## src/rtl/dbgacc_pkg.sv

```systemverilog
package dbgacc_pkg;

    localparam int unsigned RES_W       = 5;
    localparam int unsigned RB_UNDEF    = 0;
    localparam int unsigned RB_TRAP_EL2 = 1;
    localparam int unsigned RB_TRAP_EL3 = 2;
    localparam int unsigned RB_REDIRECT = 3;
    localparam int unsigned RB_DIRECT   = 4;

    typedef enum logic [2:0] {
        DEC_NONE     = 3'd0,
        DEC_UNDEF    = 3'd1,
        DEC_TRAP_EL2 = 3'd2,
        DEC_TRAP_EL3 = 3'd3,
        DEC_REDIRECT = 3'd4,
        DEC_DIRECT   = 3'd5
    } decision_e;

    typedef struct packed {
        logic [1:0] op0;
        logic [2:0] op1;
        logic [3:0] crn;
        logic [3:0] crm;
        logic [2:0] op2;
    } sysenc_t;

    typedef struct packed {
        logic present;
        logic undef_prio;
        logic sdd_undef;
        logic tda;
    } el3_ctl_t;

    typedef struct packed {
        logic enabled;
        logic tde;
        logic tda;
        logic fgt_rd;
        logic fgt_wr;
    } el2_ctl_t;

    typedef struct packed {
        logic undef_hi;   // undefined ahead of all other checks
        logic tda_hit;    // debug-access trap active
        logic tda_undef;  // that trap turns into undefined
    } el3_verdict_t;

    function automatic logic [RES_W-1:0] dec_onehot(input decision_e d);
        logic [RES_W-1:0] v;
        v = '0;
        case (d)
            DEC_UNDEF:    v[RB_UNDEF]    = 1'b1;
            DEC_TRAP_EL2: v[RB_TRAP_EL2] = 1'b1;
            DEC_TRAP_EL3: v[RB_TRAP_EL3] = 1'b1;
            DEC_REDIRECT: v[RB_REDIRECT] = 1'b1;
            DEC_DIRECT:   v[RB_DIRECT]   = 1'b1;
            default:      v = '0;
        endcase
        return v;
    endfunction

    function automatic logic dec_is_trap(input decision_e d);
        return (d == DEC_TRAP_EL2) || (d == DEC_TRAP_EL3);
    endfunction

endpackage

```

## src/rtl/dbgacc_enc_match.sv

```systemverilog
module dbgacc_enc_match
    import dbgacc_pkg::*;
#(
    parameter logic [1:0] ENC_OP0 = 2'b10,
    parameter logic [2:0] ENC_OP1 = 3'b000,
    parameter logic [3:0] ENC_CRN = 4'b0000,
    parameter logic [3:0] ENC_CRM = 4'b0010,
    parameter logic [2:0] ENC_OP2 = 3'b010
) (
    input  sysenc_t enc,
    output logic    hit
);
    localparam sysenc_t TARGET = '{op0: ENC_OP0, op1: ENC_OP1, crn: ENC_CRN,
                                   crm: ENC_CRM, op2: ENC_OP2};
    localparam int unsigned ENC_W = $bits(sysenc_t);

    logic [ENC_W-1:0] bit_eq;

    for (genvar i = 0; i < ENC_W; i++) begin : g_cmp
        assign bit_eq[i] = (enc[i] == TARGET[i]);
    end

    assign hit = &bit_eq;

endmodule

```

## src/rtl/dbgacc_el3_gate.sv

```systemverilog
module dbgacc_el3_gate
    import dbgacc_pkg::*;
(
    input  el3_ctl_t     ctl,
    output el3_verdict_t verdict
);
    always_comb begin
        verdict.undef_hi  = ctl.present & ctl.undef_prio & ctl.tda;
        verdict.tda_hit   = ctl.present & ctl.tda;
        verdict.tda_undef = ctl.sdd_undef;
    end
endmodule

```

## src/rtl/dbgacc_decide.sv

```systemverilog
module dbgacc_decide
    import dbgacc_pkg::*;
#(
    parameter int unsigned     NV_W     = 3,
    parameter logic [NV_W-1:0] NV_MASK  = 3'b101,
    parameter logic [NV_W-1:0] NV_MATCH = 3'b101
) (
    input  logic            hit,
    input  logic [1:0]      el,
    input  logic            write,
    input  logic            el3_present,
    input  logic            el3_fgt_en,
    input  logic            fgt_impl,
    input  el2_ctl_t        el2,
    input  el3_verdict_t    v3,
    input  logic [NV_W-1:0] nv_mode,
    output decision_e       dec
);
    logic fgt_bit;
    logic fgt_allowed;
    logic fgt_trap;
    logic el2_pair_trap;
    logic nv_redirect;
    decision_e el3_tail;

    assign fgt_bit       = write ? el2.fgt_wr : el2.fgt_rd;
    assign fgt_allowed   = fgt_impl & (~el3_present | el3_fgt_en);
    assign fgt_trap      = el2.enabled & fgt_allowed & fgt_bit;
    assign el2_pair_trap = el2.enabled & (el2.tde | el2.tda);
    assign nv_redirect   = ((nv_mode & NV_MASK) == NV_MATCH);

    always_comb begin
        el3_tail = v3.tda_undef ? DEC_UNDEF : DEC_TRAP_EL3;
    end

    always_comb begin
        dec = DEC_NONE;
        if (hit) begin
            case (el)
                2'd0: dec = DEC_UNDEF;
                2'd1: begin
                    if (v3.undef_hi)        dec = DEC_UNDEF;
                    else if (fgt_trap)      dec = DEC_TRAP_EL2;
                    else if (el2_pair_trap) dec = DEC_TRAP_EL2;
                    else if (v3.tda_hit)    dec = el3_tail;
                    else if (nv_redirect)   dec = DEC_REDIRECT;
                    else                    dec = DEC_DIRECT;
                end
                2'd2: begin
                    if (v3.undef_hi)        dec = DEC_UNDEF;
                    else if (v3.tda_hit)    dec = el3_tail;
                    else                    dec = DEC_DIRECT;
                end
                default: dec = DEC_DIRECT;
            endcase
        end
    end
endmodule

```

## src/rtl/dbgacc_rsp_reg.sv

```systemverilog
module dbgacc_rsp_reg
    import dbgacc_pkg::*;
#(
    parameter int unsigned      EC_W      = 6,
    parameter int unsigned      OFS_W     = 12,
    parameter logic [EC_W-1:0]  TRAP_EC   = 6'h18,
    parameter logic [OFS_W-1:0] REDIR_OFS = 12'h158
) (
    input  logic             clk,
    input  logic             rst,
    input  logic             req_valid,
    input  decision_e        dec,
    output logic             rsp_valid,
    output logic [RES_W-1:0] rsp_result,
    output logic [EC_W-1:0]  rsp_syndrome,
    output logic [OFS_W-1:0] rsp_offset
);
    always_ff @(posedge clk) begin
        if (rst) begin
            rsp_valid    <= 1'b0;
            rsp_result   <= '0;
            rsp_syndrome <= '0;
            rsp_offset   <= '0;
        end else begin
            rsp_valid <= req_valid;
            if (req_valid) begin
                rsp_result   <= dec_onehot(dec);
                rsp_syndrome <= dec_is_trap(dec) ? TRAP_EC : '0;
                rsp_offset   <= (dec == DEC_REDIRECT) ? REDIR_OFS : '0;
            end
        end
    end
endmodule

```

## src/rtl/dbg_sysreg_gate.sv

```systemverilog
module dbg_sysreg_gate
    import dbgacc_pkg::*;
#(
    parameter int unsigned      EC_W      = 6,
    parameter int unsigned      OFS_W     = 12,
    parameter int unsigned      NV_W      = 3,
    parameter logic [EC_W-1:0]  TRAP_EC   = 6'h18,
    parameter logic [OFS_W-1:0] REDIR_OFS = 12'h158,
    parameter logic [NV_W-1:0]  NV_MASK   = 3'b101,
    parameter logic [NV_W-1:0]  NV_MATCH  = 3'b101,
    parameter logic [1:0]       ENC_OP0   = 2'b10,
    parameter logic [2:0]       ENC_OP1   = 3'b000,
    parameter logic [3:0]       ENC_CRN   = 4'b0000,
    parameter logic [3:0]       ENC_CRM   = 4'b0010,
    parameter logic [2:0]       ENC_OP2   = 3'b010
) (
    input  logic             clk,
    input  logic             rst,
    input  logic             req_valid,
    input  logic [1:0]       req_el,
    input  logic             req_write,
    input  logic [1:0]       req_op0,
    input  logic [2:0]       req_op1,
    input  logic [3:0]       req_crn,
    input  logic [3:0]       req_crm,
    input  logic [2:0]       req_op2,
    input  logic             el3_present,
    input  logic             el3_undef_prio,
    input  logic             el3_sdd_undef,
    input  logic             el3_tda,
    input  logic             el3_fgt_en,
    input  logic             el2_enabled,
    input  logic             el2_tde,
    input  logic             el2_tda,
    input  logic             fgt_impl,
    input  logic             fgt_rd_trap,
    input  logic             fgt_wr_trap,
    input  logic [NV_W-1:0]  nv_mode,
    output logic             rsp_valid,
    output logic [4:0]       rsp_result,
    output logic [EC_W-1:0]  rsp_syndrome,
    output logic [OFS_W-1:0] rsp_offset
);
    sysenc_t      enc;
    el3_ctl_t     c3;
    el2_ctl_t     c2;
    el3_verdict_t v3;
    logic         enc_hit;
    decision_e    dec;

    assign enc = '{op0: req_op0, op1: req_op1, crn: req_crn, crm: req_crm, op2: req_op2};
    assign c3  = '{present: el3_present, undef_prio: el3_undef_prio,
                   sdd_undef: el3_sdd_undef, tda: el3_tda};
    assign c2  = '{enabled: el2_enabled, tde: el2_tde, tda: el2_tda,
                   fgt_rd: fgt_rd_trap, fgt_wr: fgt_wr_trap};

    dbgacc_enc_match #(
        .ENC_OP0(ENC_OP0), .ENC_OP1(ENC_OP1), .ENC_CRN(ENC_CRN),
        .ENC_CRM(ENC_CRM), .ENC_OP2(ENC_OP2)
    ) u_match (
        .enc (enc),
        .hit (enc_hit)
    );

    dbgacc_el3_gate u_el3 (
        .ctl     (c3),
        .verdict (v3)
    );

    dbgacc_decide #(
        .NV_W(NV_W), .NV_MASK(NV_MASK), .NV_MATCH(NV_MATCH)
    ) u_decide (
        .hit         (enc_hit),
        .el          (req_el),
        .write       (req_write),
        .el3_present (el3_present),
        .el3_fgt_en  (el3_fgt_en),
        .fgt_impl    (fgt_impl),
        .el2         (c2),
        .v3          (v3),
        .nv_mode     (nv_mode),
        .dec         (dec)
    );

    dbgacc_rsp_reg #(
        .EC_W(EC_W), .OFS_W(OFS_W), .TRAP_EC(TRAP_EC), .REDIR_OFS(REDIR_OFS)
    ) u_rsp (
        .clk          (clk),
        .rst          (rst),
        .req_valid    (req_valid),
        .dec          (dec),
        .rsp_valid    (rsp_valid),
        .rsp_result   (rsp_result),
        .rsp_syndrome (rsp_syndrome),
        .rsp_offset   (rsp_offset)
    );

    // ---------------- assertions ----------------
    p_result_onehot_r1: assert property (@(posedge clk) disable iff (rst)
        $onehot0(rsp_result));

    p_nomatch_zero_r1: assert property (@(posedge clk) disable iff (rst)
        req_valid && !enc_hit |=> (rsp_result == '0) && (rsp_syndrome == '0) && (rsp_offset == '0));

    p_el0_undef_r2: assert property (@(posedge clk) disable iff (rst)
        req_valid && enc_hit && (req_el == 2'd0) |=> rsp_result[RB_UNDEF]);

    p_undef_first_r3: assert property (@(posedge clk) disable iff (rst)
        req_valid && enc_hit && (req_el == 2'd1) && el3_present && el3_undef_prio && el3_tda
        |=> rsp_result[RB_UNDEF]);

    p_el3_direct_r9: assert property (@(posedge clk) disable iff (rst)
        req_valid && enc_hit && (req_el == 2'd3) |=> rsp_result[RB_DIRECT]);

    p_el2_no_el2trap_r9: assert property (@(posedge clk) disable iff (rst)
        req_valid && (req_el == 2'd2) |=> !rsp_result[RB_TRAP_EL2] && !rsp_result[RB_REDIRECT]);

    p_syndrome_r10: assert property (@(posedge clk) disable iff (rst)
        (rsp_syndrome != '0) == (rsp_result[RB_TRAP_EL2] || rsp_result[RB_TRAP_EL3]));

    p_offset_r10: assert property (@(posedge clk) disable iff (rst)
        (rsp_offset != '0) == rsp_result[RB_REDIRECT]);

    p_valid_pulse_r11: assert property (@(posedge clk) disable iff (rst)
        req_valid |=> rsp_valid);

    p_hold_r11: assert property (@(posedge clk) disable iff (rst)
        !req_valid |=> !rsp_valid && $stable(rsp_result) && $stable(rsp_syndrome) && $stable(rsp_offset));

endmodule

```

## config.mk

```make
export PLATFORM = sky130hd
export DESIGN_NAME = dbg_sysreg_gate
export DESIGN_NICKNAME = d
export VERILOG_FILES = /design/src/rtl/dbgacc_pkg.sv /design/src/rtl/dbgacc_enc_match.sv /design/src/rtl/dbgacc_el3_gate.sv /design/src/rtl/dbgacc_decide.sv /design/src/rtl/dbgacc_rsp_reg.sv /design/src/rtl/dbg_sysreg_gate.sv
export SDC_FILE = /design/constraint.sdc
export NUM_CORES = 1
export LEC_CHECK = 0
export ABC_CLOCK_PERIOD_IN_PS = 1900
export CAP_MARGIN = 5
export CORE_MARGIN = 1
export CORE_UTILIZATION = 40
export DETAILED_ROUTE_END_ITERATION = 16
export DONT_BUFFER_PORTS = 1
export PLACE_DENSITY = 0.54
export RECOVER_POWER = 50
export SLEW_MARGIN = 30
export SYNTH_ARGS = -nofsm -noshare
export SYNTH_HDL_FRONTEND = slang
export SYNTH_HIERARCHICAL = 1
export SYNTH_SLANG_ARGS = --single-unit
```

## constraint.sdc

```tcl
create_clock -name clk -period 1.9 [get_ports clk]
set_input_delay 0.38 -clock clk [delete_from_list [all_inputs] [get_ports clk]]
set_output_delay 0.38 -clock clk [all_outputs]
set_load 0.01 [all_outputs]
```

; ---- Word-level counts from Yosys, hierarchy flattened
; Index checks and enable logic that the tools add are counted.
[word_totals]
ram_bits = 0
memories = 0
romBits = 0
register_bits = 24
out_inout_bits = 24
input_bits = 36
latch_bits = 0
elab_cells = 56
[classes]
n_eq_ne = 8
shift = 0
n_mux = 18
addsub = 0
n_div = 0
reduce_logical = 3
magnitude_cmp = 0
bitwise_logic = 23
multipliers = 0
[op_table]
columns = cell, n
row1 = $mux 3, 7
row2 = $reduce_and 16->1, 1
row3 = $not 1->1, 14
row4 = $mux 9, 1
row5 = $pmux 3 s3, 1
row6 = $and 1x1->1, 7
row7 = $mux 1, 7
row8 = $eq 3x2->1 const B, 2
row9 = $eq 3x3->1 const B, 2
row10 = $mux 5, 1
row11 = $eq 2x2->1 const B, 2
row12 = $eq 3x1->1 const B, 1
row13 = $eq 2x1->1 const B, 1
row14 = $logic_not 2->1, 1
row15 = $mux 2, 1
row16 = $or 1x1->1, 2
row17 = $logic_or 1x1->1, 1

; ---- Depth between registers and ports, before layout
; Gate-level depths: netlist of run 1.
[depth]
word_depth = 12
mapped_depth = 7
ltp_nobuf = 7

; ---- Cells and area by module
; Netlist of run 1, hierarchy kept.
[modules_own_cells]
columns = mod, cells_each, n_inst, area_per_inst_um2, seq_area_each_um2
row1 = dbgacc_rsp_reg, 45, 1, 415.4, 140.1
row2 = dbgacc_decide, 18, 1, 123.9, 0.0
row3 = dbgacc_enc_match, 5, 1, 46.3, 0.0
row4 = dbgacc_el3_gate, 3, 1, 20.0, 0.0

; ---- Least setup slack after synthesis of run 1
; OpenSTA, ideal clock, no wires.
[synth_path]
path_kind = input to register
start = in req_op2[2]
end = reg u_rsp.rsp_result[3]
path_buffers = 0
path_slack_ns = 0.189
stages = 7
required_time_ns = 1.782
setup_time_ns = 0.118
arrival_ns = 1.593
path_cell_list = nor4_1 -> and4_1 -> inv_1 -> a41oi_1 -> a21boi_0 -> nand4bb_1 -> a21oi_1
[synth_between]
elab_chain_cells = 5
[synth_lines]
columns = element, line_no
row1 = "start, declared", dbg_sysreg_gate.sv:26  ; input logic [2:0] req_op2,
row2 = $not 1->1, dbgacc_enc_match.sv:20  ; assign bit_eq[i] = (enc[i] == TARGET[i]);
row3 = $reduce_and 16->1, dbgacc_enc_match.sv:23  ; assign hit = &bit_eq;
row4 = net enc_hit, dbg_sysreg_gate.sv:48  ; logic enc_hit;
row5 = $mux 3, dbgacc_decide.sv:38  ; if (hit) begin
row6 = net dec[0], dbg_sysreg_gate.sv:49  ; decision_e dec;
row7 = $eq 3x3->1, dbgacc_pkg.sv:51  ; case (d)
row8 = $mux 1, dbgacc_pkg.sv:51
row9 = "end signal, assigned", dbgacc_rsp_reg.sv:27  ; rsp_result <= dec_onehot(dec);
row10 = "end, declared", dbgacc_rsp_reg.sv:14  ; output logic [RES_W-1:0] rsp_result,
; The timed path passes the listed nets, and every way through them passes these cells.
; A chain may end at the register's enable or synchronous reset.

; ---- Worst setup path in the final report of run 1
[layout_path]
start = in req_op2[2]
end = reg u_rsp.rsp_result[4]
; Same word-level chain as after synthesis.

==> flow_metrics.tcl, run 1 <==
set metrics [dict create \
    drt_iter0_drc 9 \
    tns_ns 0 \
    ctsResizeCount 0 \
    clock_sinks 7 \
    syn_inst 71 \
    numCtsBuffers 3 \
    r2r_slack_ns 0.96 \
    worst_ep_required_time_ns 2.08 \
    ioPinCount 60 \
    design_area_sq_um 561 \
    initial_core_util_pct 44.9 \
    swShare_pct 22.9 \
    setup_slack_ns 0.388 \
    p_clk_share_pct 42.1 \
    synth_edf_count 0 \
    fp.dieW_um 40.9 \
    synth_warnings 6 \
    ys_seq_area_share_pct 23.1 \
    worstPathMaxFanout 5 \
    rsz0062_at_grt "false" \
    routedWlPerCell_um 11.6 \
    vdd_drop_max_uv 340 \
    p_comb_share_pct 10.1 \
    vias_per_cell 5.24 \
    die_h_um 40.9 \
    cts_tree "done" \
    finalSetupViolations 0 \
    ys_seq_elements 7 \
    clkLatencyLatePin_ns 0.25 \
    post_cts_buffers 0 \
    dp_hpwl_um 793 \
    core_area_sq_um 1350 \
    status "finished clean" \
    netlist_area_sq_um 606 \
    num_vias 440 \
    leakagePower_nw 0.203 \
    ant_nets 0 \
    grt_max_degree 14 \
    worstMarginPinSlew_ns 0.504 \
    cp-end-kind "flop" \
    fmax_ghz 0.661 \
    drc_errors 0 \
    dieArea_sq_um 1670 \
    internal-power_w 0.000241 \
    syn_avg_cell_area_sq_um 8.53 \
    htreeDepth 1 \
    drt-total-wl_um 973 \
    placementRows 13 \
    n_antenna_cell 0 \
    antenna_found_initial 0 \
    path_class "input port to flop" \
    timing.final.hold_violations 0 \
    placed_cell_area_sq_um 534 \
    finClkSkew_ns 0 \
    startpoint_type "input port" \
    ys.flop_type "dfxtp_1" \
    hp-class "input port to flop" \
    relSlewSlack_pct 66.3 \
    dpl.cell_count 80 \
    cts.clk_slew.worst_paths_ns 0.05 \
    place_congestion 0.708 \
    post-place-ws_ns 0.0951 \
    io_buffers 0 \
    clock_path_buffers 2 \
    max_cap_viol_count 0 \
    switchingPower_w 0.0000716 \
    firstDrtPassIters 4 \
    drive_gt1_share_pct 11.6 \
    grt_pass1_wl_um 1400 \
    ys_types 28 \
    async_flop_share_pct 0 \
    ctsHoldBuffers 0 \
    holdWs_ns 0.195 \
    nets 106 \
    worstPathCellList "nor4_1 -> and4_1 -> inv_1 -> a41oi_1 -> a21boi_0 -> buf_4 -> nand4b_1 -> a21oi_1" \
    cp_slowest_cell "nor4_1" \
    crit_arrival_ns 1.69 \
    min_period_over_period_pct 79.6 \
    cp_slowest_stage_delay_ns 0.24 \
    p_seq_share_pct 47.7 \
    track_usage_pct 13.4 \
    power_density_nw_per_um2 557 \
    grt_overflow 0 \
    cts-root-buf "clkbuf_4" \
    layout.cells.non_filler 84 \
    area_growth_pct -7.44 \
    slew_viol_final 0 \
    fin_crit_ns 1.51 \
    first_global_vias 365 \
]
## kinds of logic (layout without fill, tap and decap cells)
logic type | count (synthesis) | after routing | share of synthesized area (%)
buffers and inverters | 22 | 9 | 26.0
XOR/XNOR | 1 | 1 | 1.45
flip-flops | 7 | 7 | 23.1
other | 1 | 12 | 0.619
multiplexers | 1 | 1 | 1.65
AND/OR/NAND/NOR | 26 | 26 | 32.6
AO/OA/AOI/OAI | 13 | 13 | 14.5
## cell usage after synthesis (all sizes together), types with 2 or more instances
cell,n,share of area (%)
a21oi,6,5.0
inv,3,1.9
nand2,2,1.2
nand4bb,3,5.6
nor2b,2,2.1
o21ai,2,1.7
dfxtp,7,23
nor4,3,3.1
nand2b,6,6.2
buf,19,24
nand4b,2,2.9
## power groups by stage
| stage | registers (W) | logic (W) | clock network (W) |
|---|---|---|---|
| floorplan | 0.000152 | 0.0000528 | 0 |
| global placement | 0.000152 | 0.0000310 | 0 |
| detailed placement | 0.000152 | 0.0000314 | 0 |
| CTS | 0.000149 | 0.0000315 | 0.000139 |
| global route | 0.000149 | 0.0000368 | 0.000150 |
| finish | 0.000149 | 0.0000317 | 0.000132 |
## final cells by class
type | instances | area, sq um
clock buffers | 4 | 26.3
fillers | 139 | 790
inverters | 3 | 11.3
multi-input cells | 53 | 349
flip-flops and latches | 7 | 140
well taps | 15 | 18.8
repair buffers | 2 | 15.0
## metal layers
| layer | wire length (um) | track usage, % | share of wire [%] |
|---|---|---|---|
| met3 | 122 | 9.24 | 13 |
| met5 | 0 | 0 | 0 |
| met1 | 392 | 14.2 | 40 |
| met4 | 0 | 5.00 | 0 |
| met2 | 458 | 20.7 | 47 |
## final timing paths
check	from	endpoint	depth (start not counted)
setup / recovery	req_op2[2]	u_rsp/rsp_result[4]	8
hold / removal	rst	u_rsp/rsp_result[3]	1
setup reg to reg	u_rsp/rsp_result[3]	u_rsp/rsp_result[3]	2
hold reg to reg	u_rsp/rsp_result[2]	u_rsp/rsp_result[2]	2
## metrics by stage
step / util, % / power (W)
floorplan: - / 0.000205
global placement: 39.6 / 0.000183
detailed placement: 39.6 / 0.000183
CTS: 41.5 / 0.000319
global route: 41.5 / 0.000336
finish: 41.5 / 0.000312
## worst max-delay path, delay by kind of cell
kind / cells / cell delay [ns]
AND/OR/NAND/NOR: 3 / 0.57
buffers and inverters: 2 / 0.23
AO/OA/AOI/OAI: 3 / 0.51
## layout by cell type (no fill, tap or decap), types with 2 or more instances in the layout
cell type / n
a21oi_1: 6
buf_4: 2
clkbuf_4: 3
conb_1: 12
dfxtp_1: 7
inv_1: 3
nand2_1: 2
nand2b_1: 6
nand4b_1: 2
nand4bb_1: 3
nor2b_1: 2
nor4_1: 3
o21ai_0: 2
## flip-flops by register name (all words and copies together) (netlist names)
register	cells
u_rsp/rsp_result	5
u_rsp/rsp_syndrome	1
u_rsp/rsp_valid	1
(Power assumes the default switching activity.)
==> run 2: changes to the inputs <==
--- a/config.mk
+++ b/config.mk
@@ -5,7 +5,7 @@
 export SDC_FILE = /design/constraint.sdc
 export NUM_CORES = 1
 export LEC_CHECK = 0
-export ABC_CLOCK_PERIOD_IN_PS = 1900
+export ABC_CLOCK_PERIOD_IN_PS = 1600
 export CAP_MARGIN = 5
 export CORE_MARGIN = 1
 export CORE_UTILIZATION = 40
==> constraint.sdc (replaced) <==
create_clock -name clk -period 1.6 [get_ports clk]
set_input_delay 0.32 -clock clk [delete_from_list [all_inputs] [get_ports clk]]
set_output_delay 0.32 -clock clk [all_outputs]
set_load 0.01 [all_outputs]
==> run 2 against run 1 <==
Effect of this change: largest power group unchanged; routed wire length grew 11%; critical path type unchanged; first-iteration DRC count shrank 33%; hold slack lost 0.065 ns; clock power grew 21%; critical endpoint unchanged.
==> flow_metrics.tcl, run 2 (same netlist as run 1, synthesis figures left out) <==
set metrics [dict create \
    drc_errors 0 \
    fp.dieW_um 40.9 \
    power_density_nw_per_um2 656 \
    status "finished clean" \
    numCtsBuffers 3 \
    io_buffers 0 \
    core_area_sq_um 1350 \
    startpoint "req_op2[2]" \
    dpl.cell_count 82 \
    min_period_over_period_pct 90.3 \
    timing.final.hold_violations 0 \
    clock_path_buffers 2 \
    vias_per_cell 5.50 \
    placementRows 13 \
    crit_arrival_ns 1.62 \
    place_congestion 0.779 \
    cp-end-kind "flop" \
    clock_sinks 7 \
    reg2reg_depth 2 \
    grt_overflow 0 \
    cp_slowest_stage_delay_ns 0.24 \
    cts-root-buf "clkbuf_4" \
    internal-power_w 0.000288 \
    top_regs "u_rsp/rsp_result: 5 flops, u_rsp/rsp_syndrome: 1 flops, u_rsp/rsp_valid: 1 flops" \
    finalSetupViolations 0 \
    first_global_vias 404 \
    area_growth_pct -4.75 \
    firstDrtPassIters 4 \
    layout.cells.non_filler 86 \
    endpoint "u_rsp/rsp_result[4]" \
    crit_cells 8 \
    post-place-ws_ns -0.113 \
    path_class "input port to flop" \
    nets 108 \
    crit_family "simple AND/OR/NAND/NOR gates" \
    p_comb_share_pct 10.9 \
    hp-class "input port to flop" \
    startpoint_type "input port" \
    switchingPower_w 0.0000906 \
    worstPathMaxFanout 5 \
    cts.clk_slew.worst_paths_ns 0.05 \
    final_cell_mix "conb_1 (12), dfxtp_1 (7), nand2b_1 (6), a21oi_1 (6), buf_4 (4)" \
    vdd_drop_max_uv 304 \
    ant_nets 0 \
    clkLatencyLatePin_ns 0.25 \
    rr_endpoint "u_rsp/rsp_result[3]" \
    worstMarginPinSlew_ns 0.504 \
    worst_ep_required_time_ns 1.78 \
    holdWs_ns 0.130 \
    layout_commonest_cell "conb_1" \
    drt-total-wl_um 1080 \
    cp_slowest_cell "and4_1" \
    setup_slack_ns 0.156 \
    n_antenna_cell 0 \
    leakagePower_nw 0.221 \
    antenna_found_initial 0 \
    fmax_ghz 0.692 \
    cts_tree "done" \
    drive_gt1_share_pct 15.5 \
    track_usage_pct 14.8 \
    relSlewSlack_pct 66.3 \
    max_cap_viol_count 0 \
    p_seq_share_pct 46.8 \
    p_clk_share_pct 42.4 \
    initial_core_util_pct 44.9 \
    timing.rr.start "u_rsp/rsp_result[3]" \
    largest_register_ffs 5 \
    grt_pass1_wl_um 1510 \
    rsz0062_at_grt "false" \
    grt_max_degree 14 \
    r2r_slack_ns 0.66 \
    drt_iter0_drc 6 \
    ioPinCount 60 \
    post-route-util_pct 42.7 \
    num_vias 473 \
    routedWlPerCell_um 12.6 \
    dp_hpwl_um 856 \
    fin_crit_ns 1.44 \
    dieArea_sq_um 1670 \
    critPathBufInv 2 \
    worstPathCellList "nor4_1 -> and4_1 -> inv_1 -> a41oi_1 -> a21boi_1 -> buf_4 -> nand4b_1 -> a21oi_1" \
    die_h_um 40.9 \
    slew_viol_final 0 \
    top_register "u_rsp/rsp_result" \
    finClkSkew_ns 0 \
    htreeDepth 1 \
    swShare_pct 24.0 \
]
[run 2: how the worst min path moves through the flow]
stage	start	end	slack, ns	cells past startpoint
final	rst	u_rsp/rsp_result[2]	0.13	1
after global routing	rst	u_rsp/rsp_result[3]	0.12	1
after CTS	rst	u_rsp/rsp_result[2]	0.12	1
after detailed placement	rst	u_rsp/rsp_result[1]	0.39	1
after global placement	rst	u_rsp/rsp_result[3]	0.39	1
after floorplan	rst	u_rsp/rsp_result[0]	0.39	1
[run 2: layout make-up]
cell class | instances | area [sq um]
flip-flops and latches | 7 | 140
multi-input cells | 53 | 350
clock buffers | 4 | 26.3
well taps | 15 | 18.8
repair buffers | 4 | 30.0
inverters | 3 | 11.3
fillers | 144 | 773
[run 2: per-layer routing]
layer | vias to the layer above | track usage [%] | share of wire [%] | wire, um
met2 | 35 | 25.8 | 49 | 529
met4 | 0 | 7.50 | 2.0 | 22
met3 | 4 | 10.3 | 13 | 145
met1 | 208 | 12.3 | 35 | 383
met5 | - | 0 | 0 | 0
li1 | 226 | - | - | -
[run 2: power groups by stage]
stage	clock (W)	combinational [W]	sequential (W)
2_1_floorplan	0	0.0000628	0.000181
3_3_place_gp	0	0.0000388	0.000181
3_5_place_dp	0	0.0000404	0.000181
4_1_cts	0.000167	0.0000405	0.000177
5_1_grt	0.000178	0.0000463	0.000177
6_report	0.000160	0.0000410	0.000177
[run 2: per-stage QoR]
stage	setup TNS, ns	area, sq um	total power (W)
6_report	0	577	0.000378
5_1_grt	0	577	0.000402
4_1_cts	0	576	0.000385
3_5_place_dp	-0.524	549	0.000221
3_3_place_gp	-0.440	549	0.000219
2_1_floorplan	0	647	0.000243
[run 2: timing repair]
action	in CTS	in global routing
endpoints found under the setup margin	0	6
hold buffers	0	0
buffers inserted	0	0
resized for setup	0	1
